--- config.mk ---
export PLATFORM = sky130hd
export DESIGN_NAME = bus_cycle_timer
export DESIGN_NICKNAME = d
export VERILOG_FILES = /design/src/rtl/bcyc_pkg.sv /design/src/rtl/bcyc_port_match.sv /design/src/rtl/bcyc_phase_timer.sv /design/src/rtl/bcyc_refresh.sv /design/src/rtl/bcyc_clock_tally.sv /design/src/rtl/bus_cycle_timer.sv
export SDC_FILE = /design/constraint.sdc
export NUM_CORES = 1
export LEC_CHECK = 0
export ABC_AREA = 0
export BUFFER_PORTS_ARGS = -buffer_cell sky130_fd_sc_hd__buf_2
export CORE_UTILIZATION = 23
export DETAILED_ROUTE_END_ITERATION = 16
export GPL_ROUTABILITY_DRIVEN = 1
export PLACE_DENSITY_LB_ADDON = 0.2
export SLEW_MARGIN = 20
export SYNTH_ARGS = -nofsm -noshare
export SYNTH_HDL_FRONTEND = slang
export SYNTH_HIERARCHICAL = 1
export SYNTH_SLANG_ARGS = --single-unit
--- constraint.sdc ---
create_clock -name clk -period 2.75 [get_ports clk]
set_input_delay 0.4125 -clock clk [delete_from_list [all_inputs] [get_ports clk]]
set_output_delay 0.4125 -clock clk [all_outputs]
set_load 0.01 [all_outputs]
--- src/rtl/bcyc_pkg.sv ---
package bcyc_pkg;

   typedef enum logic [2:0] {
      BK_FETCH = 3'd0,
      BK_MRD   = 3'd1,
      BK_MWR   = 3'd2,
      BK_IORD  = 3'd3,
      BK_IOWR  = 3'd4
   } bus_kind_e;

   // clocks up to and including the sample clock
   function automatic logic [1:0] lead_clocks(input logic [2:0] kind);
      case (kind)
         BK_IORD, BK_IOWR: lead_clocks = 2'd2;
         default:          lead_clocks = 2'd1;
      endcase
   endfunction

   // clocks after the sample clock, before any waits
   function automatic logic [1:0] tail_clocks(input logic [2:0] kind);
      case (kind)
         BK_FETCH: tail_clocks = 2'd3;
         default:  tail_clocks = 2'd2;
      endcase
   endfunction

endpackage

--- src/rtl/bcyc_port_match.sv ---
module bcyc_port_match #(
   parameter bit         ABSORB_EN = 1'b1,
   parameter logic [7:0] CTRL_PORT = 8'hBB
) (
   input  logic [2:0] kind,
   input  logic [7:0] port_lo,
   output logic       hit
);
   import bcyc_pkg::*;

   generate
      if (ABSORB_EN) begin : g_absorb
         assign hit = (kind == BK_IOWR) && (port_lo == CTRL_PORT);
      end else begin : g_plain
         assign hit = 1'b0;
      end
   endgenerate

endmodule

--- src/rtl/bcyc_phase_timer.sv ---
module bcyc_phase_timer #(
   parameter int WAIT_W  = 4,
   parameter bit WAIT_EN = 1'b1,
   parameter int REM_W   = 5
) (
   input  logic              clk,
   input  logic              rst_n,
   input  logic              start,
   input  logic [1:0]        start_lead,
   input  logic [1:0]        start_tail,
   input  logic              start_quiet,
   input  logic [WAIT_W-1:0] wait_cnt,
   output logic              busy,
   output logic              sample_stb,
   output logic              done_stb,
   output logic              quiet
);

   logic             busy_q, lead_q, quiet_q;
   logic [1:0]       tail_q;
   logic [REM_W-1:0] rem_q;
   logic [REM_W-1:0] wait_add;
   logic             last_clk;

   generate
      if (WAIT_EN) begin : g_wait
         assign wait_add = quiet_q ? '0 : REM_W'(wait_cnt);
      end else begin : g_nowait
         assign wait_add = '0;
      end
   endgenerate

   assign last_clk   = (rem_q == REM_W'(1));
   assign busy       = busy_q;
   assign quiet      = quiet_q;
   assign sample_stb = busy_q & lead_q & last_clk & ~quiet_q;
   assign done_stb   = busy_q & ~lead_q & last_clk;

   always_ff @(posedge clk) begin
      if (!rst_n) begin
         busy_q  <= 1'b0;
         lead_q  <= 1'b0;
         quiet_q <= 1'b0;
         tail_q  <= '0;
         rem_q   <= '0;
      end else if (start) begin
         busy_q  <= 1'b1;
         lead_q  <= 1'b1;
         quiet_q <= start_quiet;
         tail_q  <= start_tail;
         rem_q   <= REM_W'(start_lead);
      end else if (busy_q) begin
         if (lead_q && last_clk) begin
            lead_q <= 1'b0;
            rem_q  <= REM_W'(tail_q) + wait_add;
         end else if (last_clk) begin
            busy_q <= 1'b0;
         end else begin
            rem_q <= rem_q - REM_W'(1);
         end
      end
   end

endmodule

--- src/rtl/bcyc_refresh.sv ---
module bcyc_refresh (
   input  logic       clk,
   input  logic       rst_n,
   input  logic       fetch_go,
   input  logic       ld,
   input  logic [7:0] ld_val,
   output logic [7:0] rfsh
);

   logic [7:0] rfsh_q;

   always_ff @(posedge clk) begin
      if (!rst_n) begin
         rfsh_q <= '0;
      end else if (ld) begin
         rfsh_q <= ld_val;
      end else if (fetch_go) begin
         rfsh_q <= {rfsh_q[7], rfsh_q[6:0] + 7'd1};
      end
   end

   assign rfsh = rfsh_q;

endmodule

--- src/rtl/bcyc_clock_tally.sv ---
module bcyc_clock_tally #(
   parameter int CNT_W = 16
) (
   input  logic             clk,
   input  logic             rst_n,
   input  logic             tick,
   output logic [CNT_W-1:0] count
);

   logic [CNT_W-1:0] count_q;

   always_ff @(posedge clk) begin
      if (!rst_n)    count_q <= '0;
      else if (tick) count_q <= count_q + CNT_W'(1);
   end

   assign count = count_q;

endmodule

--- src/rtl/bus_cycle_timer.sv ---
module bus_cycle_timer #(
   parameter int         WAIT_W    = 4,
   parameter int         CNT_W     = 16,
   parameter bit         WAIT_EN   = 1'b1,
   parameter bit         ABSORB_EN = 1'b1,
   parameter logic [7:0] CTRL_PORT = 8'hBB
) (
   input  logic              clk,
   input  logic              rst_n,
   input  logic              req_valid,
   input  logic [2:0]        req_kind,
   input  logic [7:0]        req_port_lo,
   input  logic [WAIT_W-1:0] wait_cnt,
   input  logic              rfsh_ld,
   input  logic [7:0]        rfsh_ld_val,
   output logic              busy,
   output logic              sample_stb,
   output logic              done_stb,
   output logic              ctl_wr_stb,
   output logic [CNT_W-1:0]  clk_count,
   output logic [7:0]        refresh
);
   import bcyc_pkg::*;

   localparam int REM_W = $clog2(4 + (1 << WAIT_W));

   generate
      if (WAIT_W < 1 || WAIT_W > 8) begin : g_bad_wait
         $error("WAIT_W must lie in 1..8");
      end
      if (CNT_W < 4) begin : g_bad_cnt
         $error("CNT_W must be at least 4");
      end
   endgenerate

   logic accept, hit, quiet;

   assign accept = req_valid & (~busy | done_stb);

   bcyc_port_match #(
      .ABSORB_EN (ABSORB_EN),
      .CTRL_PORT (CTRL_PORT)
   ) i_match (
      .kind    (req_kind),
      .port_lo (req_port_lo),
      .hit     (hit)
   );

   bcyc_phase_timer #(
      .WAIT_W  (WAIT_W),
      .WAIT_EN (WAIT_EN),
      .REM_W   (REM_W)
   ) i_timer (
      .clk         (clk),
      .rst_n       (rst_n),
      .start       (accept),
      .start_lead  (lead_clocks(req_kind)),
      .start_tail  (tail_clocks(req_kind)),
      .start_quiet (hit),
      .wait_cnt    (wait_cnt),
      .busy        (busy),
      .sample_stb  (sample_stb),
      .done_stb    (done_stb),
      .quiet       (quiet)
   );

   assign ctl_wr_stb = done_stb & quiet;

   bcyc_refresh i_rfsh (
      .clk      (clk),
      .rst_n    (rst_n),
      .fetch_go (accept && (req_kind == BK_FETCH)),
      .ld       (rfsh_ld),
      .ld_val   (rfsh_ld_val),
      .rfsh     (refresh)
   );

   bcyc_clock_tally #(.CNT_W(CNT_W)) i_tally (
      .clk   (clk),
      .rst_n (rst_n),
      .tick  (busy),
      .count (clk_count)
   );

endmodule

### Word-level counts from Yosys, hierarchy flattened

Cells that the tools add are included.

| operators by class | value |
|---|---|
| $add $sub $neg | 4 |
| eq/ne operators | 6 |
| muxes and demuxes | 16 |
| bitwise logic cells | 12 |
| reduce and logical (&&, ||, !) cells | 12 |

Operator list:

| kind | number |
|---|---|
| adder 16 x 1 -> 16 bit (second input constant) | 1 |
| two-way mux 5 bit | 2 |
| equality test 8 bit (second input constant) | 1 |
| two-way mux 1 bit | 8 |
| two-way mux 8 bit | 1 |
| adder 7 x 1 -> 7 bit (second input constant) | 1 |
| bitwise AND 1 bit | 7 |
| two-way mux 7 bit | 1 |
| two-way mux 2 bit | 3 |
| AND reduction 2 bit | 3 |
| nonzero test 2 bit | 3 |
| adder 2 x 5 -> 5 bit | 1 |
| equality test 5 x 1 -> 1 bit (second input constant) | 1 |
| subtractor 5 x 1 -> 5 bit (second input constant) | 1 |
| two-way mux 4 bit | 1 |
| NOT 1 bit | 4 |
| OR reduction 2 bit | 2 |
| equality test 3 x 2 -> 1 bit (second input constant) | 1 |
| equality test 3 bit (second input constant) | 1 |
| logical AND 1 bit | 3 |
| logical NOT 3 bit | 1 |
| != test 3 bit (second input constant) | 1 |
| != test 2 bit (second input constant) | 1 |
| OR 1 bit | 1 |

| storage, ports and cells | value |
|---|---|
| flip-flop bits (word level) | 34 |
| input port bits | 27 |
| output and inout port bits | 28 |

### Longest topological paths before layout

| logic depth | value |
|---|---|
| depth after elaboration | 8 |
| mapped depth | 11 |
| depth with buffers taken out | 10 |

### Cells and area by module

Netlist, hierarchy kept.

Modules (own cells, without submodules):

| module | times used | cells an instance | area an instance (µm²) | sequential area each (µm²) |
|---|---|---|---|---|
| bcyc_clock_tally | 1 | 83 | 744.5 | 320.3 |
| bcyc_phase_timer | 1 | 83 | 680.7 | 200.2 |
| bcyc_refresh | 1 | 45 | 400.4 | 160.2 |
| bus_cycle_timer | 1 | 10 | 71.3 | 0.0 |
| bcyc_port_match | 1 | 4 | 33.8 | 0.0 |

### Worst setup path after synthesis

No wires, ideal clock.

| path | value |
|---|---|
| kind | flip-flop to flip-flop |
| start point | register i_timer.rem_q[0] |
| end point | register i_rfsh.rfsh_q[5] (netlist: i_rfsh/rfsh[5]) |
| setup time | 0.074 ns |
| data arrival time | 2.293 ns |
| required time | 2.676 ns |
| path slack | 0.383 ns |
| cell stages (with the launch flop) | 11 |
| clock period less this slack | 2.367 ns |
| cells stage by stage | dfxtp_1 > ha_1 > nor4b_2 > nand2_1 > nor2_1 > nand2b_1 > and3_1 > buf_6 > nand4_2 > or3_1 > a31oi_1 |

| between the ends | value |
|---|---|
| cells in the longest elaborated chain, start to end | 6 |

Ends and longest elaborated chain:

| element | line | text |
|---|---|---|
| from (decl) | bcyc_phase_timer.sv:21 | `logic [REM_W-1:0] rem_q;` |
| from (signal assigned) | bcyc_phase_timer.sv:51 | `rem_q <= REM_W'(start_lead);` |
| from (signal assigned) | bcyc_phase_timer.sv:55 | `rem_q <= REM_W'(tail_q) + wait_add;` |
| from (signal assigned) | bcyc_phase_timer.sv:59 | `rem_q <= rem_q - REM_W'(1);` |
| equality test 5 x 1 -> 1 bit | bcyc_phase_timer.sv:33 | `assign last_clk = (rem_q == REM_W'(1));` |
| bitwise AND 1 bit | bcyc_phase_timer.sv:37 | `assign done_stb = busy_q & ~lead_q & last_clk;` |
| named net done_stb | bus_cycle_timer.sv:18 | `output logic done_stb,` |
| OR 1 bit | bus_cycle_timer.sv:38 | `assign accept = req_valid & (~busy \| done_stb);` |
| bitwise AND 1 bit | bus_cycle_timer.sv:38 |  |
| logical AND 1 bit | bus_cycle_timer.sv:72 | `.fetch_go (accept && (req_kind == BK_FETCH)),` |
| nonzero test 2 bit (no line) | -- |  |
| to (signal assigned) | bcyc_refresh.sv:16 | `rfsh_q <= ld_val;` |
| to (signal assigned) | bcyc_refresh.sv:18 | `rfsh_q <= {rfsh_q[7], rfsh_q[6:0] + 7'd1};` |
| to (decl) | bcyc_refresh.sv:10 | `logic [7:0] rfsh_q;` |

The timed path passes the listed nets, and every way through them passes these cells.
A chain may end at the register's enable or synchronous reset.

### Worst setup path in the final report

| path | value |
|---|---|
| start point | register i_timer.rem_q[0] |
| end point | register i_rfsh.rfsh_q[5] (netlist: i_rfsh/rfsh[5]) |

| between the ends | value |
|---|---|
| cells in the longest elaborated chain, start to end | 6 |

Ends and longest elaborated chain:

| element | line |
|---|---|
| equality test 5 x 1 -> 1 bit | bcyc_phase_timer.sv:33 |
| bitwise AND 1 bit | bcyc_phase_timer.sv:37 |
| OR 1 bit | bus_cycle_timer.sv:38 |
| bitwise AND 1 bit | bus_cycle_timer.sv:38 |
| logical AND 1 bit | bus_cycle_timer.sv:72 |
| nonzero test 2 bit (no line) | -- |

No other way between the ends.

==> metrics.md <==
| Metric | Value |
|---|---|
| Outcome | `complete, no violations` |
| Initial drt markers | `25` |
| Reg-to-Reg End | `i_rfsh/rfsh[5]` |
| Critical Path Source Type | `flop` |
| Ports | `55` |
| R2r startpoint | `i_timer/rem_q[0]` |
| Cts bufs inserted | `5` |
| Detailed Routing Iterations Pass 1 | `4` |
| Hold crit path type | `in -> reg` |
| Area Overhead vs Synth | `27.2%` |
| PortBufs | `54` |
| Critical path peak fanout | `6` |
| Vias per cell | `4.45` |
| Clock buffer depth | `2` |
| RSZ-0062 raised after global routing | `no` |
| P_leak | `1.03 nW` |
| Req. time, crit path | `2960 ps` |
| Fin crit share | `0.856` |
| Post-route ant nets | `0` |
| Skew final | `10.4 ps` |
| Crit path time final | `2350 ps` |
| Setup violations, final | `0` |
| VDD IR max | `217 uV` |
| CP endpoint | `i_rfsh/rfsh[5]` |
| Main flop type after synthesis | `dfxtp_1` |
| Vias after detailed routing | `~1700` |
| Antenna diodes | `0` |
| Die Wd | `93.6 um` |
| Crit. Startpoint | `i_timer/rem_q[0]` |
| MaxCap Viol Count | `0` |
| Die ar. | `8760 um2` |
| Setup Fix Bufs, Post-CTS | `0` |
| Post-Syn Area per Cell | `8.58 um2` |
| Placed instance count | `roughly 380` |
| Total negative slack | `0 ps` |
| Sequential share of the synthesized area | `0.353` |
| Most frequent cells in the layout | `54 x buf_2, 34 x dfxtp_1, 21 x nand2_1` |
| Final hold slack | `396 ps` |
| Distinct cell type count after synthesis | `52` |
| Vias in the first global route | `1603` |
| Final Net Count | `315` |
| Worst path max stage delay | `420 ps` |
| Syn_nets | `259` |
| Async SR Flop Fraction | `0` |
| Gr usage total | `0.110` |
| Post-Syn Area | `1930 um2` |
| Largest net degree at the start of global routing | `25` |
| Number of flops mapped to enable cells by yosys | `0` |
| Starting Density | `0.236` |
| Synth warn | `6` |
| CP endpoint kind | `flop` |
| Post-DP HPWL | `approximately 3.3 mm` |
| First-pass GRT wire length | `between 7 and 8 mm` |
| Hold Vio Cnt, Final | `0` |
| Htree depth | `2` |
| Core footprint | `just over 8000 um2` |
| Antenna violations before repair | `0` |
| Layout cells sized above 1 | `0.266` |
| Yosys reg bits | `34` |
| CP top delay family | `simple AND/OR/NAND/NOR gates` |
| WP buf/inv | `0` |
| Total grt overflow | `0` |
| Arr. time, crit path | `2560 ps` |
| Crit-path slowest cell | `dfxtp_1` |
| Fillers | `895` |
| Routability Congestion | `0.803` |
| Final max-slew violation count | `0` |
| Cells after Synth | `225` |
| Worst-path clk slew | `70 ps` |
| Die Ht | `about 94 um` |
| Overall power | `1.30 mW` |
| Routed WL | `4.49 mm` |
| CTS root buf | `clkbuf_8` |
| Crit-path cells | `ha_1 -> nor4b_2 -> nand2_1 -> nor2_1 -> nand2b_1 -> and3_1 -> nand4_2 -> or3_1 -> a31oi_1` |
| CTS tree | `yes` |
| Std cell rows | `33` |
| Worst path depth | `9` |
| CTS hold repair buffers | `0` |
| Drt drc | `0` |
| Yosys top cell area share | `0.353` |
| Pwr/cell area | `between 500 and 600 nW/um2` |
| Non-Filler Instances | `just under 400` |
| F_max | `425 MHz` |
| Flop2flop setup slack | `400 ps` |
| R2R depth | `9` |
| Most common library cell in the layout ignoring fill and taps | `buf_2` |
| Dominant cell type by area after synthesis | `dfxtp_1` |
| Post_cts resized | `0` |
| Crit path kind | `reg -> reg` |
| # clock sinks | `34` |
| WL per Instance | `11.6 um` |
| Dominant cells by area after synthesis | `dfxtp_1 35%, mux2i_1 4.7%, nand2_1 4.1%, xnor2_1 4.1%, ha_1 3.9%` |
| Core Util, Final | `0.300` |
| Worst skew pair latency | `280 ps` |
## area by class of cell
class | instances | area [um2] | area share
Multi-Input combinational cell | 173 | 1170 | 0.478
Clock buffer | 6 | 82.6 | 0.0336
Sequential cell | 34 | 681 | 0.277
Clock inverter | 2 | 60.1 | 0.0245
Tap cell | 105 | 131 | 0.0535
Timing Repair Buffer | 56 | 285 | 0.116
Inverter | 11 | 41.3 | 0.0168
## tightest hold or removal path, cell delays in order
cell and delay (ps):
buf_2 80, mux2i_1 50, nor2b_1 90
## cells in the mapped netlist (all sizes together), types with 4 or more instances
cell type,n
dfxtp,34
nand2,21
nor2,17
o21ai,12
inv,11
a21oi,10
nand3,10
mux2i,9
xnor2,9
nand2b,8
nor2b,8
clkbuf,6
ha,6
nand4,6
nor3,6
xor2,6
nor4,5
and2,4
## how the worst min path moves through the flow
stage	start	end	slack [ps]	cells past startpoint
floorplan	i_tally/count[15]	i_tally/count[15]	490	2
finish	rfsh_ld_val[7]	i_rfsh/rfsh[7]	400	3
global placement	i_tally/count[15]	i_tally/count[15]	450	2
detailed placement	i_tally/count[15]	i_tally/count[15]	470	2
CTS	rfsh_ld_val[7]	i_rfsh/rfsh[7]	380	3
global route	rfsh_ld_val[7]	i_rfsh/rfsh[7]	420	3
## through the flow
step	setup slack [ps]	cell area [um2]
final	397	2460
after global routing	200	2460
after CTS	400	2460
after detailed placement	395	2310
after global placement	502	2310
after floorplan	383	1930
## metal layers
metal / vias up / wire (um) / share of wire / GRT usage
li1: 904 / - / - / -
met1: 774 / 2170 / 0.48 / 0.137
met2: 42 / 2040 / 0.45 / 0.181
met3: 2 / 257 / 0.057 / 0.0358
met4: 0 / 29 / 0.0065 / 0.0308
met5: - / 0 / 0 / 0
## flip-flops by register name (all words and copies together) (netlist names)
register,flops
i_timer/rem_q,5
i_timer/busy,1
i_rfsh/rfsh,8
i_timer/tail_q,2
i_timer/lead_q,1
i_timer/quiet,1
i_tally/count,16
## logic make-up after synthesis
kind of cell	share of synthesized area
and+or+nand+nor	0.316
adders and majority gates	0.0493
buffers and inverters	0.0389
other	0.00194
muxes	0.0525
xor gates and xnor gates	0.0681
DFF	0.353
AOI/OAI and AO/OA	0.121
## power breakdown
group / total (mW) / internal (mW) / switching [mW]
combinational: 0.180 / 0.0869 / 0.0926
clock: 0.575 / 0.387 / 0.188
sequential: 0.546 / 0.514 / 0.0319
Note: power is estimated with default switching activity, not from simulation.
